$ cat src/rtl/sio_irq_pkg.sv
package sio_irq_pkg;
   localparam int VCODE_W = 3;
   localparam int RXM_W   = 2;
   localparam int CH_B    = 0;
   localparam int CH_A    = 1;

   typedef enum logic [1:0] {
      K_NONE = 2'd0,
      K_RX   = 2'd1,
      K_TX   = 2'd2
   } vkind_e;

   // low-placement codes; high placement is the bit reversal
   localparam logic [VCODE_W-1:0] LC_NONE = 3'b011;
   localparam logic [VCODE_W-1:0] LC_RX_A = 3'b110;
   localparam logic [VCODE_W-1:0] LC_RX_B = 3'b010;
   localparam logic [VCODE_W-1:0] LC_TX_A = 3'b100;
   localparam logic [VCODE_W-1:0] LC_TX_B = 3'b000;

   function automatic logic [VCODE_W-1:0] low_code(input logic is_a, input vkind_e k);
      case (k)
         K_RX:    low_code = is_a ? LC_RX_A : LC_RX_B;
         K_TX:    low_code = is_a ? LC_TX_A : LC_TX_B;
         default: low_code = LC_NONE;
      endcase
   endfunction

   function automatic logic [VCODE_W-1:0] rev_code(input logic [VCODE_W-1:0] c);
      for (int i = 0; i < VCODE_W; i++) rev_code[i] = c[VCODE_W-1-i];
   endfunction
endpackage

$ cat src/rtl/sio_irq_chan.sv
module sio_irq_chan
   import sio_irq_pkg::*;
(
   input  logic             clk,
   input  logic             rst_n,
   input  logic             rx_evt,
   input  logic             txe_evt,
   input  logic             host_wr,
   input  logic             host_rd,
   input  logic             cmd_rst_ius,
   input  logic             cmd_clr_tx,
   input  logic             rx_en,
   input  logic             tx_ie,
   input  logic [RXM_W-1:0] rx_mode,
   input  logic             brk_ie,
   input  logic             brk_stat,
   output logic             rx_avail,
   output logic             tx_pend,
   output logic             ip_tx,
   output logic             req,
   output logic             vec_upd,
   output vkind_e           vec_kind
);
   logic rx_ius, tx_ius;
   logic n_av, n_rxius, n_txp, n_txius, n_iptx;

   always_comb begin
      n_av     = rx_avail;
      n_rxius  = rx_ius;
      n_txp    = tx_pend;
      n_txius  = tx_ius;
      n_iptx   = ip_tx;
      vec_upd  = 1'b0;
      vec_kind = K_NONE;
      if (host_rd) begin
         n_av    = 1'b0;
         n_rxius = 1'b0;
         vec_upd = 1'b1;
         if (tx_pend) begin
            n_txius  = 1'b1;
            n_iptx   = ip_tx | tx_ie;
            vec_kind = K_TX;
         end
      end else if (host_wr || txe_evt) begin
         n_txp = 1'b1;
         if (!rx_ius) begin
            n_txius  = 1'b1;
            n_iptx   = ip_tx | tx_ie;
            vec_upd  = 1'b1;
            vec_kind = K_TX;
         end
      end else if (cmd_rst_ius) begin
         if (rx_ius) begin
            n_rxius = 1'b0;
            if (tx_pend) begin
               n_txius  = 1'b1;
               n_iptx   = ip_tx | tx_ie;
               vec_upd  = 1'b1;
               vec_kind = K_TX;
            end
         end else begin
            n_txius = 1'b0;
         end
      end else if (cmd_clr_tx) begin
         n_txp   = 1'b0;
         n_txius = 1'b0;
         n_iptx  = 1'b0;
         vec_upd = 1'b1;
         if (rx_avail) begin
            n_rxius  = 1'b1;
            vec_kind = K_RX;
         end
      end else if (rx_evt && rx_en && !rx_avail) begin
         n_av     = 1'b1;
         n_rxius  = 1'b1;
         vec_upd  = 1'b1;
         vec_kind = K_RX;
      end
   end

   always_ff @(posedge clk) begin
      if (!rst_n) begin
         rx_avail <= 1'b0;
         rx_ius   <= 1'b0;
         tx_pend  <= 1'b0;
         tx_ius   <= 1'b0;
         ip_tx    <= 1'b0;
      end else begin
         rx_avail <= n_av;
         rx_ius   <= n_rxius;
         tx_pend  <= n_txp;
         tx_ius   <= n_txius;
         ip_tx    <= n_iptx;
      end
   end

   assign req = (tx_ie & tx_pend)
              | (((rx_mode == 2'b01) || (rx_mode == 2'b10)) & rx_avail)
              | (brk_ie & brk_stat);

   p_rxius_avail_r1: assert property (@(posedge clk) disable iff (!rst_n)
      rx_ius |-> rx_avail);
   p_txius_blocked_r2: assert property (@(posedge clk) disable iff (!rst_n)
      $rose(tx_ius) |-> !rx_ius);
   p_iptx_enable_r5: assert property (@(posedge clk) disable iff (!rst_n)
      $rose(ip_tx) |-> $past(tx_ie));
   p_read_clears_r8: assert property (@(posedge clk) disable iff (!rst_n)
      host_rd |=> (!rx_avail && !rx_ius));
   p_rx_refused_r9: assert property (@(posedge clk) disable iff (!rst_n)
      (rx_evt && !rx_en && !host_rd && !host_wr && !txe_evt && !cmd_rst_ius && !cmd_clr_tx)
      |=> $stable(rx_avail));
endmodule

$ cat src/rtl/sio_vec_sel.sv
module sio_vec_sel
   import sio_irq_pkg::*;
#(
   parameter int CH_N  = 2,
   parameter int VEC_W = 8
) (
   input  logic [CH_N-1:0]         upd,
   input  vkind_e [CH_N-1:0]       kind,
   input  logic                    stat_hi,
   output logic                    load,
   output logic [VEC_W-1:0]        vec
);
   logic             sel_a;
   logic [VCODE_W-1:0] code;

   assign sel_a = upd[CH_A];
   assign load  = |upd;
   assign code  = low_code(sel_a, sel_a ? kind[CH_A] : kind[CH_B]);

   always_comb begin
      vec = '0;
      if (stat_hi) vec[6:4] = rev_code(code);
      else         vec[3:1] = code;
   end
endmodule

$ cat src/rtl/sio_irq_arbiter.sv
module sio_irq_arbiter
   import sio_irq_pkg::*;
#(
   parameter int CH_N    = 2,
   parameter int VEC_W   = 8,
   parameter bit IRQ_REG = 1'b1
) (
   input  logic                  clk,
   input  logic                  rst_n,
   input  logic [CH_N-1:0]       rx_evt,
   input  logic [CH_N-1:0]       txe_evt,
   input  logic [CH_N-1:0]       host_wr,
   input  logic [CH_N-1:0]       host_rd,
   input  logic [CH_N-1:0]       cmd_rst_ius,
   input  logic [CH_N-1:0]       cmd_clr_tx,
   input  logic [CH_N-1:0]       cfg_rx_en,
   input  logic [CH_N-1:0]       cfg_tx_ie,
   input  logic [CH_N*2-1:0]     cfg_rx_mode,
   input  logic [CH_N-1:0]       cfg_brk_ie,
   input  logic [CH_N-1:0]       brk_stat,
   input  logic                  cfg_stat_hi,
   output logic                  irq,
   output logic [CH_N*3-1:0]     ipend,
   output logic [VEC_W-1:0]      ivec,
   output logic [CH_N-1:0]       rx_avail
);
   localparam int IP_PER_CH = 3;

   if (CH_N != 2) begin : g_bad_ch
      $error("sio_irq_arbiter: CH_N must be 2");
   end
   if (VEC_W < 7) begin : g_bad_vec
      $error("sio_irq_arbiter: VEC_W must be at least 7");
   end

   logic [CH_N-1:0] tx_pend, ip_tx, req, vec_upd;
   vkind_e [CH_N-1:0] vec_kind;
   logic              vec_load;
   logic [VEC_W-1:0]  vec_nxt;
   logic [VEC_W-1:0]  ivec_q;

   for (genvar c = 0; c < CH_N; c++) begin : g_ch
      sio_irq_chan i_chan (
         .clk         (clk),
         .rst_n       (rst_n),
         .rx_evt      (rx_evt[c]),
         .txe_evt     (txe_evt[c]),
         .host_wr     (host_wr[c]),
         .host_rd     (host_rd[c]),
         .cmd_rst_ius (cmd_rst_ius[c]),
         .cmd_clr_tx  (cmd_clr_tx[c]),
         .rx_en       (cfg_rx_en[c]),
         .tx_ie       (cfg_tx_ie[c]),
         .rx_mode     (cfg_rx_mode[c*RXM_W +: RXM_W]),
         .brk_ie      (cfg_brk_ie[c]),
         .brk_stat    (brk_stat[c]),
         .rx_avail    (rx_avail[c]),
         .tx_pend     (tx_pend[c]),
         .ip_tx       (ip_tx[c]),
         .req         (req[c]),
         .vec_upd     (vec_upd[c]),
         .vec_kind    (vec_kind[c])
      );
      assign ipend[c*IP_PER_CH + 0] = 1'b0;
      assign ipend[c*IP_PER_CH + 1] = ip_tx[c];
      assign ipend[c*IP_PER_CH + 2] = rx_avail[c];
   end

   sio_vec_sel #(.CH_N(CH_N), .VEC_W(VEC_W)) i_vsel (
      .upd     (vec_upd),
      .kind    (vec_kind),
      .stat_hi (cfg_stat_hi),
      .load    (vec_load),
      .vec     (vec_nxt)
   );

   always_ff @(posedge clk) begin
      if (!rst_n)        ivec_q <= '0;
      else if (vec_load) ivec_q <= vec_nxt;
   end
   assign ivec = ivec_q;

   if (IRQ_REG) begin : g_irq_reg
      logic irq_q;
      always_ff @(posedge clk) begin
         if (!rst_n) irq_q <= 1'b0;
         else        irq_q <= |req;
      end
      assign irq = irq_q;

      p_irq_cause_r6: assert property (@(posedge clk) disable iff (!rst_n)
         irq |-> $past(|(tx_pend | rx_avail | brk_stat)));
   end else begin : g_irq_comb
      assign irq = |req;
   end
endmodule

$ cat config.mk
export PLATFORM = sky130hd
export DESIGN_NAME = sio_irq_arbiter
export DESIGN_NICKNAME = d
export VERILOG_FILES = /design/src/rtl/sio_irq_pkg.sv /design/src/rtl/sio_irq_chan.sv /design/src/rtl/sio_vec_sel.sv /design/src/rtl/sio_irq_arbiter.sv
export SDC_FILE = /design/constraint.sdc
export NUM_CORES = 1
export LEC_CHECK = 0
export ABC_AREA = 1
export BUFFER_PORTS_ARGS = -buffer_cell sky130_fd_sc_hd__buf_4
export CORE_MARGIN = 4
export CORE_UTILIZATION = 35
export DETAILED_ROUTE_END_ITERATION = 8
export PLACE_DENSITY = 0.57
export SLEW_MARGIN = 25
export SYNTH_ARGS = -nofsm -noshare
export SYNTH_HDL_FRONTEND = slang
export SYNTH_HIERARCHICAL = 1
export SYNTH_SLANG_ARGS = --single-unit
$ cat constraint.sdc
create_clock -name clk -period 2.64 [get_ports clk]
set_clock_uncertainty 0.05 [all_clocks]
set_input_delay 0.396 -clock clk [delete_from_list [all_inputs] [get_ports clk]]
set_output_delay 0.396 -clock clk [all_outputs]
set_load 0.02 [all_outputs]
## Yosys cells after proc, flatten, opt, wreduce, memory -nomap -nowiden

Cells that the tools add are included.

- Input port bits: 27
- Logic and storage cells: 139
- Bits in registers: 15

- Bitwise logic cells: 21
- Reduce and logical (&&, ||, !) cells: 28
- Equal/unequal tests: 14
- Multiplexer cells: 66

Operators by type and width:

| kind | number |
|---|---|
| 2-to-1 mux 1 bit | 46 |
| 2-to-1 mux 2 bit | 15 |
| AND reduction 3 bit | 6 |
| 2-to-1 mux 3 bit | 4 |
| NOT 1 bit | 9 |
| inequality test 4 x 2 -> 1 bit, second input constant | 2 |
| AND reduction 4 bit | 2 |
| nonzero test 4 bit | 2 |
| OR reduction 2 bit | 4 |
| AND 1 bit | 6 |
| equality test 2 x 1 -> 1 bit, second input constant | 3 |
| equality test 2 bit, second input constant | 3 |
| inequality test 3 x 2 -> 1 bit, second input constant | 2 |
| inequality test 3 bit, second input constant | 2 |
| OR 1 bit | 6 |
| case mux 3 bit (2 select lines) | 1 |
| nonzero test 3 bit | 2 |
| logical AND 1 bit | 4 |
| logical OR 1 bit | 4 |
| inequality test 2 x 1 -> 1 bit, second input constant | 2 |
| nonzero test 2 bit | 2 |
| logical NOT 1 bit | 2 |

## Logic depth before layout (Yosys ltp)

- Depth in word-level cells: 11
- Depth in mapped cells: 18
- Mapped depth without buffers: 18

## Modules after synthesis

The synthesis kept the hierarchy.

Modules (own cells, without submodules):

| module | cells an instance | instances | area each (um^2) |
|---|---|---|---|
| sio_irq_chan | 59 | 2 | 339.1 |
| sio_irq_arbiter | 58 | 1 | 404.1 |
| sio_vec_sel | 30 | 1 | 151.4 |

## Worst setup path before layout

No wires, ideal clock.

- Path kind: in2reg
- From: in txe_evt[1]
- To: reg ivec_q[4], in the netlist ivec[4]
- Arrival time: 1.889 ns
- Stages on the path: 13
- Buffers on the path: 0
- Path slack: 0.639 ns
- Cell sequence: nor2_4 o21ai_1 nor2_1 nand2_1 o21ai_0 ha_1 nor2_1 nand2_1 nor2_1 inv_1 nand2_1 nand2_1 nor2_2

- Cells in the longest elaborated chain, start to end: 7
- Elaborated cells between the ends (all ways): 13
- Those cells by class: eq/ne: 2; mux: 9; reduce/logical: 2

RTL lines:

| element | line | text |
|---|---|---|
| start, declared | sio_irq_arbiter.sv:11 | `input logic [CH_N-1:0] txe_evt,` |
| logical OR 1 bit (*) | sio_irq_chan.sv:44 | `end else if (host_wr \|\| txe_evt) begin` |
| 2-to-1 mux 1 bit (*) | sio_irq_chan.sv:44 |  |
| 2-to-1 mux 1 bit (*) | sio_irq_chan.sv:35 | `if (host_rd) begin` |
| named net vec_upd[1] | sio_irq_arbiter.sv:36 | `logic [CH_N-1:0] tx_pend, ip_tx, req, vec_upd;` |
| 2-to-1 mux 2 bit | sio_vec_sel.sv:18 | `assign code = low_code(sel_a, sel_a ? kind[CH_A] : kind[CH_B]);` |
| equality test 2 bit / equality test 2 x 1 -> 1 bit (equally long branches) | sio_irq_pkg.sv:21 | `case (k)` |
| case mux 3 bit (2 select lines) (*) | sio_irq_pkg.sv:21 |  |
| 2-to-1 mux 3 bit (*) | sio_vec_sel.sv:22 | `if (stat_hi) vec[6:4] = rev_code(code);` |
| named net vec_nxt[4] | sio_irq_arbiter.sv:39 | `logic [VEC_W-1:0] vec_nxt;` |
| end signal, assigned | sio_irq_arbiter.sv:79 | `else if (vec_load) ivec_q <= vec_nxt;` |
| end, declared | sio_irq_arbiter.sv:40 | `logic [VEC_W-1:0] ivec_q;` |

The timed path passes the listed nets; every way through them passes the cells marked *.
A chain may end at the register's enable or synchronous reset.

==> results_dict.tcl <==
set metrics [dict create \
    chipHeight_um 67.37 \
    post_cts_setup_buffer_count 0 \
    post_cts_resize_count 0 \
    synth_top_family_by_area "simple AND/OR/NAND/NOR gates" \
    detail-route-antenna-nets 0 \
    critical_path.startpoint_type "flip-flop" \
    synth_edf_count 0 \
    hold_viol 0 \
    antenna_found_initial 0 \
    grt_overflow 0 \
    synthesized_area_fraction_occupied_by_adder_cells 0.03043 \
    status "complete, no violations" \
    synth_simple_gate_area_share 0.3955 \
    critPathArrivalTime_ps 2230 \
    routed_via_density 4.307 \
    grt_setup_unrepaired "false" \
    clock_tree.htree_level_count 1 \
    yosysTopAreaCellShare 0.2759 \
    synth_seq_cells 17 \
    pre_cts_slack_ps 311.0 \
    n_antenna_cell 0 \
    synth_cell_type_count 24 \
    remaining_drc_errors 0 \
    placeableCoreArea_um2 3363 \
    multiplexer_fraction_of_the_synthesized_cell_area 0 \
    routed_wirelength_um 2581 \
    power_density_nw_per_um2 391.1 \
    synth_xor_area_frac 0.01420 \
    setup_viol 0 \
    place_congestion 0.8552 \
    setup_tns_ps 0 \
    grt_first_pass_wirelength_um 4457 \
    drtPass1Iterations 4 \
    synth_flop_cell "sky130_fd_sc_hd__dfxtp_1" \
    layout_nets 275 \
    clock_insertion_delay_worst_skew_ps 300 \
    clock_tree.buffer_depth 2 \
    holdBufCountCts 0 \
    global_route.usage.total 0.1269 \
    async_reset_ff_frac 0 \
    final_util 0.4643 \
    die_area_um2 4539 \
    hold_path.class "input port to flip-flop" \
    synth_largest_area_cell "sky130_fd_sc_hd__dfxtp_1" \
    final_period_minus_worst_setup_slack_ps 2033 \
    synth_area_um2 1234 \
    area.growth.synth_to_final_pct 26.57 \
    layout_setup_ws_ps 607.2 \
    count_of_vias_placed_by_the_detailed_router 1249 \
    layout-drive-gt1-share 0.2377 \
    synth_common_cells "59 x sky130_fd_sc_hd__nand2_1, 36 x sky130_fd_sc_hd__inv_1, 32 x sky130_fd_sc_hd__nor2_1" \
    synth_compound_area_frac 0.1095 \
    maxSlewViolCount 0 \
    cts.clk_slew.worst_paths_ps 110 \
    ir_worst_vdd_mv 0.2213 \
    most_frequent_cell_after_synthesis "sky130_fd_sc_hd__nand2_1" \
    fmax_ghz 0.4919 \
    static-leakage-power_nw 0.8469 \
    cp_max_fo 6 \
    cts.sinks 17 \
    placementRows 21 \
    top_level_ports 44 \
    via_count_of_the_first_global_routing_pass 1073 \
    place.detailed.hpwl_um 2088 \
    synth.area.top_cells "sky130_fd_sc_hd__dfxtp_1 28%, sky130_fd_sc_hd__nand2_1 18%, sky130_fd_sc_hd__inv_1 11%" \
    design_power_total_mw 0.6107 \
    criticalPathCategory "flip-flop to flip-flop" \
    postSynthCellCount 206 \
    tritoncts.num_buffers 3 \
    synth.yosys.seq_area_share 0.2759 \
    post_synthesis_area_per_instance_um2 5.989 \
    cap_viol_max_count 0 \
    die_w_um 67.37 \
    drt-wirelength-per-cell_um 8.900 \
    yosysWarnings 6 \
    cts_tree "done" \
    period_utilization 0.7700 \
    timing.critical_path.required_ps 2840 \
    buffer_ports.inserted 41 \
    drt_iter0_drcs 40 \
    maximum_number_of_pins_on_one_net_before_global_route_repair 18 \
    clock-root-buffer "sky130_fd_sc_hd__clkbuf_4" \
    initial_utilization 0.3668 \
    cp-end-kind "flip-flop" \
]
layer usage:
metal / global-route usage / vias to the layer above / part of all wire
li1: - / 689 / -
met1: 0.1682 / 515 / 0.47
met2: 0.1890 / 41 / 0.44
met3: 0.04659 / 4 / 0.078
met4: 0.04304 / 0 / 0.019
met5: 0 / - / 0
power breakdown:
part / internal [mW] / total, mW / switching [mW]
logic: 0.0798 / 0.182 / 0.103
clock network: 0.0564 / 0.148 / 0.0917
registers: 0.272 / 0.280 / 0.00796
total: 0.408 / 0.611 / 0.202
critical path, stage by stage, from the launching register on:
cell and delay (ps):
sky130_fd_sc_hd__dfxtp_1 360, sky130_fd_sc_hd__o21ai_0 220, sky130_fd_sc_hd__o21ai_0 170, sky130_fd_sc_hd__nor2_1 110, sky130_fd_sc_hd__inv_1 50, sky130_fd_sc_hd__nand2_1 50
sky130_fd_sc_hd__o21ai_0 140, sky130_fd_sc_hd__ha_1 350, sky130_fd_sc_hd__nor2_1 120, sky130_fd_sc_hd__nand2_1 70, sky130_fd_sc_hd__nor2_1 80, sky130_fd_sc_hd__inv_1 40
sky130_fd_sc_hd__nand2_1 50, sky130_fd_sc_hd__nand2_1 60, sky130_fd_sc_hd__nor2_2 70
through the flow:
stage | instances | instance area [µm²] | hold slack, ps
floorplan | 208 | 1241 | 415.9
global placement | 286 | 1534 | 411.7
detailed placement | 286 | 1534 | 414.0
CTS | 290 | 1562 | 323.4
global route | 290 | 1562 | 336.5
finish | 290 | 1562 | 338.1
path summary, 6_finish.rpt:
kind | startpoint | to | slack, ps | cells past startpoint
setup reg to reg | g_ch[1].i_chan/rx_avail | ivec[3] | 610 | 14
hold / removal | host_rd[0] | g_ch[0].i_chan/rx_ius | 340 | 4
hold reg to reg | ivec[7] | ivec[7] | 430 | 2
setup / recovery | g_ch[1].i_chan/rx_avail | ivec[3] | 610 | 14
final cells by class:
cell class / count / area, µm²
multi-input combinational: 146 / 693.2
clock inverter: 1 / 5.005
clock buffer: 3 / 22.52
timing repair buffer: 41 / 307.8
sequential: 17 / 340.3
inverter: 36 / 135.1
tap: 46 / 57.56
fill: 400 / 1802
registers in the layout (all words and copies together), names as in the netlist:
name,cells
g_ch.i_chan/ip_tx,2
ivec,8
g_ch.i_chan/rx_ius,2
g_ch.i_chan/rx_avail,2
g_ch.i_chan/tx_pend,2
irq,1
cell usage in the layout, fill, tap and decap left out:
master / count
sky130_fd_sc_hd__nand3_1: 10
sky130_fd_sc_hd__clkinv_2: 1
sky130_fd_sc_hd__o21a_1: 1
sky130_fd_sc_hd__a21boi_0: 2
sky130_fd_sc_hd__buf_4: 41
sky130_fd_sc_hd__nor3_1: 2
sky130_fd_sc_hd__nor2_2: 4
sky130_fd_sc_hd__nor3_2: 2
sky130_fd_sc_hd__xnor2_1: 2
sky130_fd_sc_hd__nor2_4: 2
sky130_fd_sc_hd__nor2_1: 32
sky130_fd_sc_hd__a21oi_1: 6
sky130_fd_sc_hd__inv_1: 36
sky130_fd_sc_hd__o21ai_1: 2
sky130_fd_sc_hd__dfxtp_1: 17
sky130_fd_sc_hd__conb_1: 4
sky130_fd_sc_hd__o211ai_1: 2
sky130_fd_sc_hd__ha_1: 3
sky130_fd_sc_hd__a21oi_2: 2
sky130_fd_sc_hd__clkbuf_4: 3
sky130_fd_sc_hd__or2_2: 1
sky130_fd_sc_hd__nand2_2: 2
sky130_fd_sc_hd__o21ai_0: 8
sky130_fd_sc_hd__nand2_1: 59
kinds of logic after synthesis:
kind of cell / after synthesis
adder cells (fa/ha/maj): 3
buffers and inverters: 45
AND/OR/NAND/NOR: 114
other: 2
flip-flops: 17
AO/OA/AOI/OAI: 23
XOR/XNOR: 2
Power figures use the tool's default switching activity.
